### config.mk
export PLATFORM = sky130hd
export DESIGN_NAME = pkey_xstate_unit
export DESIGN_NICKNAME = d
export VERILOG_FILES = /design/src/rtl/pkey_xstate_unit.sv
export SDC_FILE = /design/constraint.sdc
export NUM_CORES = 1
export LEC_CHECK = 0
export ABC_CLOCK_PERIOD_IN_PS = 1500
export BUFFER_PORTS_ARGS = -buffer_cell sky130_fd_sc_hd__buf_2
export CORE_AREA = 3 3 177 179
export CTS_CLUSTER_SIZE = 40
export DETAILED_ROUTE_END_ITERATION = 12
export DIE_AREA = 0 0 180 182
export PLACE_DENSITY = 0.55
export SETUP_SLACK_MARGIN = 0.02
export SLEW_MARGIN = 15
export SYNTH_ARGS = -nofsm -noshare
export SYNTH_HDL_FRONTEND = slang
export SYNTH_SLANG_ARGS = --single-unit
### constraint.sdc
create_clock -name clk -period 1.5 [get_ports clk]
set_input_delay 0.225 -clock clk [delete_from_list [all_inputs] [get_ports clk]]
set_output_delay 0.225 -clock clk [all_outputs]
set_load 0.005 [all_outputs]
### src/rtl/pkey_xstate_unit.sv
module pkey_xstate_unit #(
  parameter int ADDR_W   = 48,
  parameter int MASK_W   = 64,
  parameter int KEY_BIT  = 9,
  parameter int RIGHTS_W = 32,
  parameter int SLOT_OFS = 'hA80
) (
  input  logic                clk,
  input  logic                rst_n,
  input  logic                save_req,
  input  logic [MASK_W-1:0]   save_mask,
  input  logic                restore_req,
  input  logic [MASK_W-1:0]   rfbm,
  input  logic [ADDR_W-1:0]   area_base,
  input  logic                key_enable,
  output logic [MASK_W-1:0]   inuse,
  output logic [RIGHTS_W-1:0] rights,
  output logic                op_done,
  output logic                flush_req,
  output logic                mem_valid,
  output logic                mem_we,
  output logic [ADDR_W-1:0]   mem_addr,
  output logic [63:0]         mem_wdata,
  input  logic [63:0]         mem_rdata,
  input  logic                mem_done
);
  localparam logic [ADDR_W-1:0] SLOT   = ADDR_W'(SLOT_OFS);
  localparam logic [MASK_W-1:0] KEYSEL = MASK_W'(1) << KEY_BIT;

  logic [RIGHTS_W-1:0] loaded;
  assign loaded = mem_rdata[RIGHTS_W-1:0];
  assign inuse  = key_enable ? '1 : ~KEYSEL;

  always_ff @(posedge clk) begin
    if (!rst_n) begin
      rights    <= '0;
      op_done   <= 1'b0;
      flush_req <= 1'b0;
      mem_valid <= 1'b0;
      mem_we    <= 1'b0;
      mem_addr  <= '0;
      mem_wdata <= '0;
    end else begin
      op_done   <= 1'b0;
      flush_req <= 1'b0;
      if (mem_valid) begin
        if (mem_done) begin
          mem_valid <= 1'b0;
          op_done   <= 1'b0 | 1'b1;
          if (!mem_we) begin
            rights    <= loaded;
            flush_req <= loaded != rights;
          end
        end
      end else if (save_req) begin
        if (save_mask[KEY_BIT]) begin
          mem_valid <= 1'b1;
          mem_we    <= 1'b1;
          mem_addr  <= area_base + SLOT;
          mem_wdata <= {{(64-RIGHTS_W){1'b0}}, rights};
        end else begin
          op_done <= 1'b1;
        end
      end else if (restore_req) begin
        if (rfbm[KEY_BIT]) begin
          mem_valid <= 1'b1;
          mem_we    <= 1'b0;
          mem_addr  <= area_base + SLOT;
        end else begin
          op_done <= 1'b1;
        end
      end
    end
  end
endmodule

==> impl_metrics.toml, run 1 <==
[run_status]
outcome = "finished clean"

[pwr]
power.leakage_nw = 3.68
p_per_area_nw_per_um2 = 1070
power_mw = 8.95
intPower_mw = 6.57
combPwrFrac = 0.144
pwr-share-seq = 0.372
ir_drop_v = 0.000648
p_clk_frac = 0.484
switching_share = 0.266
switchingPower_mw = 2.38

[clocking]
hold_buffers = 0
cts_tree = "built"
clkSinkCount = 116
clk_pin_slew_worst_paths_ns = 0.06
numCtsBuffers = 17
ctsLongestPathBuffers = 2
cts-root-buf = "clkbuf_16"
htreeDepth = 4
cts_setup_buffers = 0
clock_latency_ns = 0.41

[floorplanning]
die_h_microns = 182
fp-row-count = 63
die_w_microns = 180
start_util = 0.198
ios = 458
core_sq_um = 29700
die_area_sq_um = 32800

[routing]
vias = 5629
wl_per_cell_microns = 13.8
drt_iter0_markers = 379
drt_wl_total_mm = 19.5
antenna_left = 0
avgViaCountPerCell = 3.99
drt_pass1_iterations = 7
drc = 0

[grt]
track_usage = 0.115
antenna_found_initial = 0
grt_pass1_vias = 5208
grt_max_degree = 43
grt_overflow = 0
grt_pass1_wl_mm = 29.8

[logic_synthesis]
syn_avg_cell_area_sq_um = 8.04
synth_top_family_by_area = "simple AND/OR/NAND/NOR gates"
synth_top_area_share = 0.394
synth_xor_area_frac = 0.0817
async_reset_ff_frac = 0
yosys.area_share.simple = 0.203
synth_area_leaders = "dfxtp_1, buf_4, nand2_1"
yosysWarnings = 0
yosys.area.top_type = "dfxtp_1"
synth_mux_area_frac = 0.00339
syn_area_sq_um = 5900
synth_compound_area_frac = 0.159
synth-seq-cells = 116
synth_edf_count = 0
yosysUniqueCellTypes = 49
yosysSeqAreaShare = 0.394
synth_cells = 733
synth_adder_area_share = 0.00212
synth_flop_cell = "dfxtp_1"

[worst_setup_path]
r2r_end = "flush_req"
setup.worst_path.end_class = "flop"
critPathArrivalTime_ns = 1.61
crit_fanout = 4
required_ns = 1.76
cp-start-kind = "flop"
worstReg2RegStart = "rights[23]"
critical_path_class = "reg -> reg"
r2r_setup_slack_ns = 0.16
reg2reg_depth = 4

[min_path]
holdPathStages = 3
hp-class = "in -> reg"
holdPathEnd = "mem_addr[0]"
hp-start = "area_base[0]"

[placement]
io_buffers = 202
place.detailed.instances = 1379
hpwl_mm = 15.1
gp_congestion = 0.785

[sta]
setup_violations = 0
rsz0062_at_grt = "false"
max_freq_mhz = 744
post-route-period-util = 0.896
drv_slew = 0
finalCriticalPeriod_ns = 1.34
finClkSkew_ns = 0.00681
final.setup.tns_ns = 0
hold_viol_final = 0

[layout]
utilization = 0.281
finalNonFillerCells = 1412
syn2layout_area_growth_pct = 41.5
drive_above_1_share = 0.344
layout.nets = 1255

[run]
drv_cap = 0
## worst max-delay path, cell delays in order, from the launching register on
cell and delay (ns):
dfxtp_1 0.34, xnor2_1 0.29, nand4_1 0.15, nor4_2 0.27
a211oi_1 0.15
## final cells by class
type	count	area, sq um
Fill cell	3242	21400
Multi-Input combinational cell	572	3060
Sequential cell	116	2320
Timing Repair Buffer	297	1840
Tap cell	390	488
Clock buffer	20	467
Clock inverter	12	154
Inverter	4	15.0
Antenna cell	1	2.50
## synth_stat cells, types with 3 or more instances
cell and number:
a211oi_1 12, a21oi_1 94, a31oi_1 13, and3_2 3
and4_1 3, buf_4 98, buf_6 3, clkbuf_1 30
dfxtp_1 116, inv_1 3, nand2_1 164, nand3_1 14
nand3b_1 3, nand4_1 15, nor2_1 15, o21a_1 3
o21ai_0 31, o31ai_1 8, or3_1 4, or4_1 8
xnor2_1 38, xor2_1 17
## layer usage
layer	global-route usage	up-vias	share of wire
met1	0.142	2575	0.43
met4	0.0275	0	0.0088
met2	0.193	188	0.48
li1	-	2854	-
met3	0.0391	12	0.078
met5	0	-	0
## per-stage QoR
step / hold slack (ns) / instance area (sq um) / setup slack, ns
floorplan: 0.321 / 6270 / -0.0845
global placement: 0.439 / 7700 / -0.225
detailed placement: 0.443 / 7700 / -0.256
CTS: 0.0292 / 8320 / 0.0242
global route: 0.0395 / 8340 / 0.0113
finish: 0.0562 / 8350 / 0.156
## layout by cell type, fill, tap and decap left out, types with 3 or more instances in the layout
master / count
clkinv_2: 3
buf_4: 86
clkinvlp_4: 3
clkbuf_16: 17
nand3b_1: 3
nor2_1: 14
or3_1: 4
inv_1: 3
xnor2_1: 36
o21a_1: 3
and3_2: 3
clkinv_4: 3
o21ai_0: 31
dfxtp_1: 116
xor2_1: 17
clkbuf_8: 3
nor2_2: 3
nand2_1: 164
o31ai_1: 8
a21oi_1: 93
a31oi_1: 13
and4_1: 3
a211oi_1: 12
conb_1: 95
nand4_1: 15
buf_12: 9
or4_1: 8
bufinv_16: 3
buf_2: 202
nand3_1: 14
## flip-flops by register name (all words and copies together) (netlist names)
register / count
mem_addr: 48
mem_wdata: 32
rights: 32
flush_req: 1
mem_valid: 1
mem_we: 1
op_done: 1
## timing repair
| action | 4_1_cts | 5_1_grt |
|---|---|---|
| hold endpoints to repair | 0 | 0 |
| gates resized for setup | 0 | 3 |
| setup endpoints to repair | 0 | 1 |
## cells by family (layout without fill, tap and decap cells)
family,Yosys count,count (layout)
AO/OA/AOI/OAI,168,168
buffers and inverters,138,333
multiplexers,2,2
adder cells (fa/ha/maj),1,1
flip-flops,116,116
AND/OR/NAND/NOR,251,251
other,2,96
XOR/XNOR,55,55
## worst max path at each step
stage	start	endpoint	depth (start not counted)
floorplan	area_base[7]	mem_addr[47]	7
global placement	area_base[30]	mem_addr[44]	6
detailed placement	area_base[20]	mem_addr[47]	6
CTS	rights[29]	flush_req	5
global route	rights[23]	flush_req	4
finish	rights[23]	flush_req	4
## power groups by stage
stage	registers [mW]	logic [mW]	clock network, mW
floorplan	3.41	0.728	0
global placement	3.39	1.30	0
detailed placement	3.40	1.30	0
CTS	3.33	1.31	4.46
global route	3.35	1.44	4.60
finish	3.33	1.29	4.33
Power figures use the tool's default switching activity.
==> run 2, diff against run 1 <==
--- a/config.mk
+++ b/config.mk
@@ -5,13 +5,14 @@
 export SDC_FILE = /design/constraint.sdc
 export NUM_CORES = 1
 export LEC_CHECK = 0
+export ABC_AREA = 1
 export ABC_CLOCK_PERIOD_IN_PS = 1500
 export BUFFER_PORTS_ARGS = -buffer_cell sky130_fd_sc_hd__buf_2
-export CORE_AREA = 3 3 177 179
+export CORE_AREA = 2 2 180 182
 export CTS_CLUSTER_SIZE = 40
 export DETAILED_ROUTE_END_ITERATION = 12
-export DIE_AREA = 0 0 180 182
-export PLACE_DENSITY = 0.55
+export DIE_AREA = 0 0 182 184
+export PLACE_DENSITY = 0.56
 export SETUP_SLACK_MARGIN = 0.02
 export SLEW_MARGIN = 15
 export SYNTH_ARGS = -nofsm -noshare
==> impl_metrics.toml, run 2 <==
[run_status]
outcome = "finished clean"

[logic_synthesis]
syn_avg_cell_area_sq_um = 6.77
yosys.cell_count.top_type = "nor2_1"
synth_common_cells = "nor2_1, nand2_1, dfxtp_1"
async_reset_ff_frac = 0
yosysUniqueCellTypes = 33
yosys.area.top_type = "dfxtp_1"
synth_cells = 964
synth_top_area_share = 0.356
synth_edf_count = 0
yosysSeqAreaShare = 0.356
synth_flop_cell = "dfxtp_1"
yosysWarnings = 0
syn_area_sq_um = 6530
synth_area_leaders = "dfxtp_1, nor2_1, buf_4"
synth-seq-cells = 116

[layout]
fin_area_sq_um = 8530
utilization = 0.272
top_register = "mem_addr"
largest_register_ffs = 48
drive_above_1_share = 0.254
syn2layout_area_growth_pct = 30.7
mostFrequentLayoutCells = "nor2_1, buf_2, nand2_1, dfxtp_1, conb_1"
insertedDiodeCount = 0
finalNonFillerCells = 1605
reg_top3 = "mem_addr: 48 flops, mem_wdata: 32 flops, rights: 32 flops"
layout_commonest_cell = "nor2_1"
layout.nets = 1437

[routing]
avgViaCountPerCell = 4.00
drt_iter0_markers = 331
drt_wl_total_mm = 21.1
drt_pass1_iterations = 4
antenna_left = 0
vias = 6427
wl_per_cell_microns = 13.2
drc = 0

[pwr]
ir_drop_v = 0.000674
power_mw = 9.29
power.leakage_nw = 4.34
p_per_area_nw_per_um2 = 1090

[clocking]
htreeDepth = 4
clock_latency_ns = 0.42
clk_pin_slew_worst_paths_ns = 0.06
cts_setup_buffers = 0
ctsLongestPathBuffers = 2
cts_tree = "built"
cts-root-buf = "clkbuf_16"
hold_buffers = 0
numCtsBuffers = 17
clkSinkCount = 116

[floorplanning]
die_area_sq_um = 33500
die_w_microns = 182
core_sq_um = 31400
ios = 458
die_h_microns = 184
start_util = 0.208
fp-row-count = 65

[sta]
finalCriticalPeriod_ns = 1.35
max_freq_mhz = 741
finClkSkew_ns = 0.0102
hold_viol_final = 0
drv_slew = 0
rsz0062_at_grt = "false"
post-route-period-util = 0.899
whs_ns = 0.0453
setup_violations = 0

[grt]
track_usage = 0.123
grt_overflow = 0
antenna_found_initial = 0
grt_pass1_wl_mm = 32.1
grt_max_degree = 61
grt_pass1_vias = 5897

[worst_setup_path]
cp_top_family = "simple AND/OR/NAND/NOR gates"
cp_slowest_cell = "dfxtp_1"
cpPeakStageDelay_ns = 0.31
required_ns = 1.81
cp-start-kind = "flop"
worstPathCellList = "nor2_1, nand2_1, inv_4, buf_12, nand3_1, o211ai_1, inv_1"
critical_path_class = "reg -> reg"
setup.worst_path.end_class = "flop"
path_buf_inv = 3
crit_fanout = 32
critPathArrivalTime_ns = 1.66

[run]
drv_cap = 0

[placement]
io_buffers = 202
place.detailed.instances = 1573
hpwl_mm = 16.2
gp_congestion = 0.872
placed_area_sq_um = 7910

[min_path]
hp-class = "in -> reg"
## run 2: cell count changes after synthesis, sizes merged, moves of 7 or more
| cell | previous run | this run |
|---|---|---|
| nand2 | 164 | 145 |
| clkbuf | 31 | 24 |
| or4 | 8 | 0 |
| inv | 4 | 78 |
| a211oi | 12 | 0 |
| a21oi | 94 | 30 |
| a31oi | 13 | 1 |
| o31ai | 8 | 0 |
| nor2 | 17 | 247 |
| o21ai | 33 | 96 |
| nand3 | 16 | 42 |
| xnor2 | 38 | 30 |
## run 2: stage by stage
stage	setup TNS (ns)	setup slack [ns]
final	0	0.151
after global routing	0	0.0220
after CTS	0	0.103
after detailed placement	-2.23	-0.230
after global placement	-2.11	-0.227
after floorplan	0	0.141
## run 2: what timing repair did
item	4_1_cts	5_1_grt
hold endpoints to repair	0	0
endpoints found under the setup margin	0	3
resized for setup	0	1
## run 2: final cells by class
type | count | area, sq um
Multi-Input combinational cell | 732 | 3390
Tap cell | 402 | 503
Inverter | 79 | 299
Fill cell | 3501 | 22900
Timing Repair Buffer | 244 | 1400
Clock inverter | 15 | 194
Sequential cell | 116 | 2320
Clock buffer | 17 | 425
## run 2: power breakdown
group / total, mW / internal (mW) / switching (mW)
sequential: 3.46 / 3.32 / 0.145
clock: 4.38 / 2.66 / 1.71
combinational: 1.45 / 0.602 / 0.848
## run 2: kinds of logic after synthesis
group,after synthesis,share of synthesized area
buf+inv,209,0.179
simple gates,463,0.302
xor+xnor,42,0.0563
flops,116,0.356
other cells,2,0.00115
compound gates,131,0.104
fa+ha+maj,1,0.00192
## run 2: tightest hold or removal path: stages
cell     delay [ns]
buf_2          0.11
inv_1          0.04
a21oi_1        0.05
## run 2: per-layer routing
metal | vias to the layer above | global-route usage | share of wire
met1 | 2893 | 0.162 | 0.46
li1 | 3291 | - | -
met4 | 0 | 0.0481 | 0.020
met2 | 220 | 0.194 | 0.45
met3 | 23 | 0.0319 | 0.062
met5 | - | 0 | 0
## run 2: final timing paths
path / cells past startpoint / startpoint / end / slack, ns
setup / recovery: 7 / mem_valid / mem_addr[30] / 0.15
hold / removal: 3 / mem_rdata[3] / rights[3] / 0.05
setup reg to reg: 7 / mem_valid / mem_addr[30] / 0.15
hold reg to reg: 2 / mem_addr[10] / mem_addr[10] / 0.46
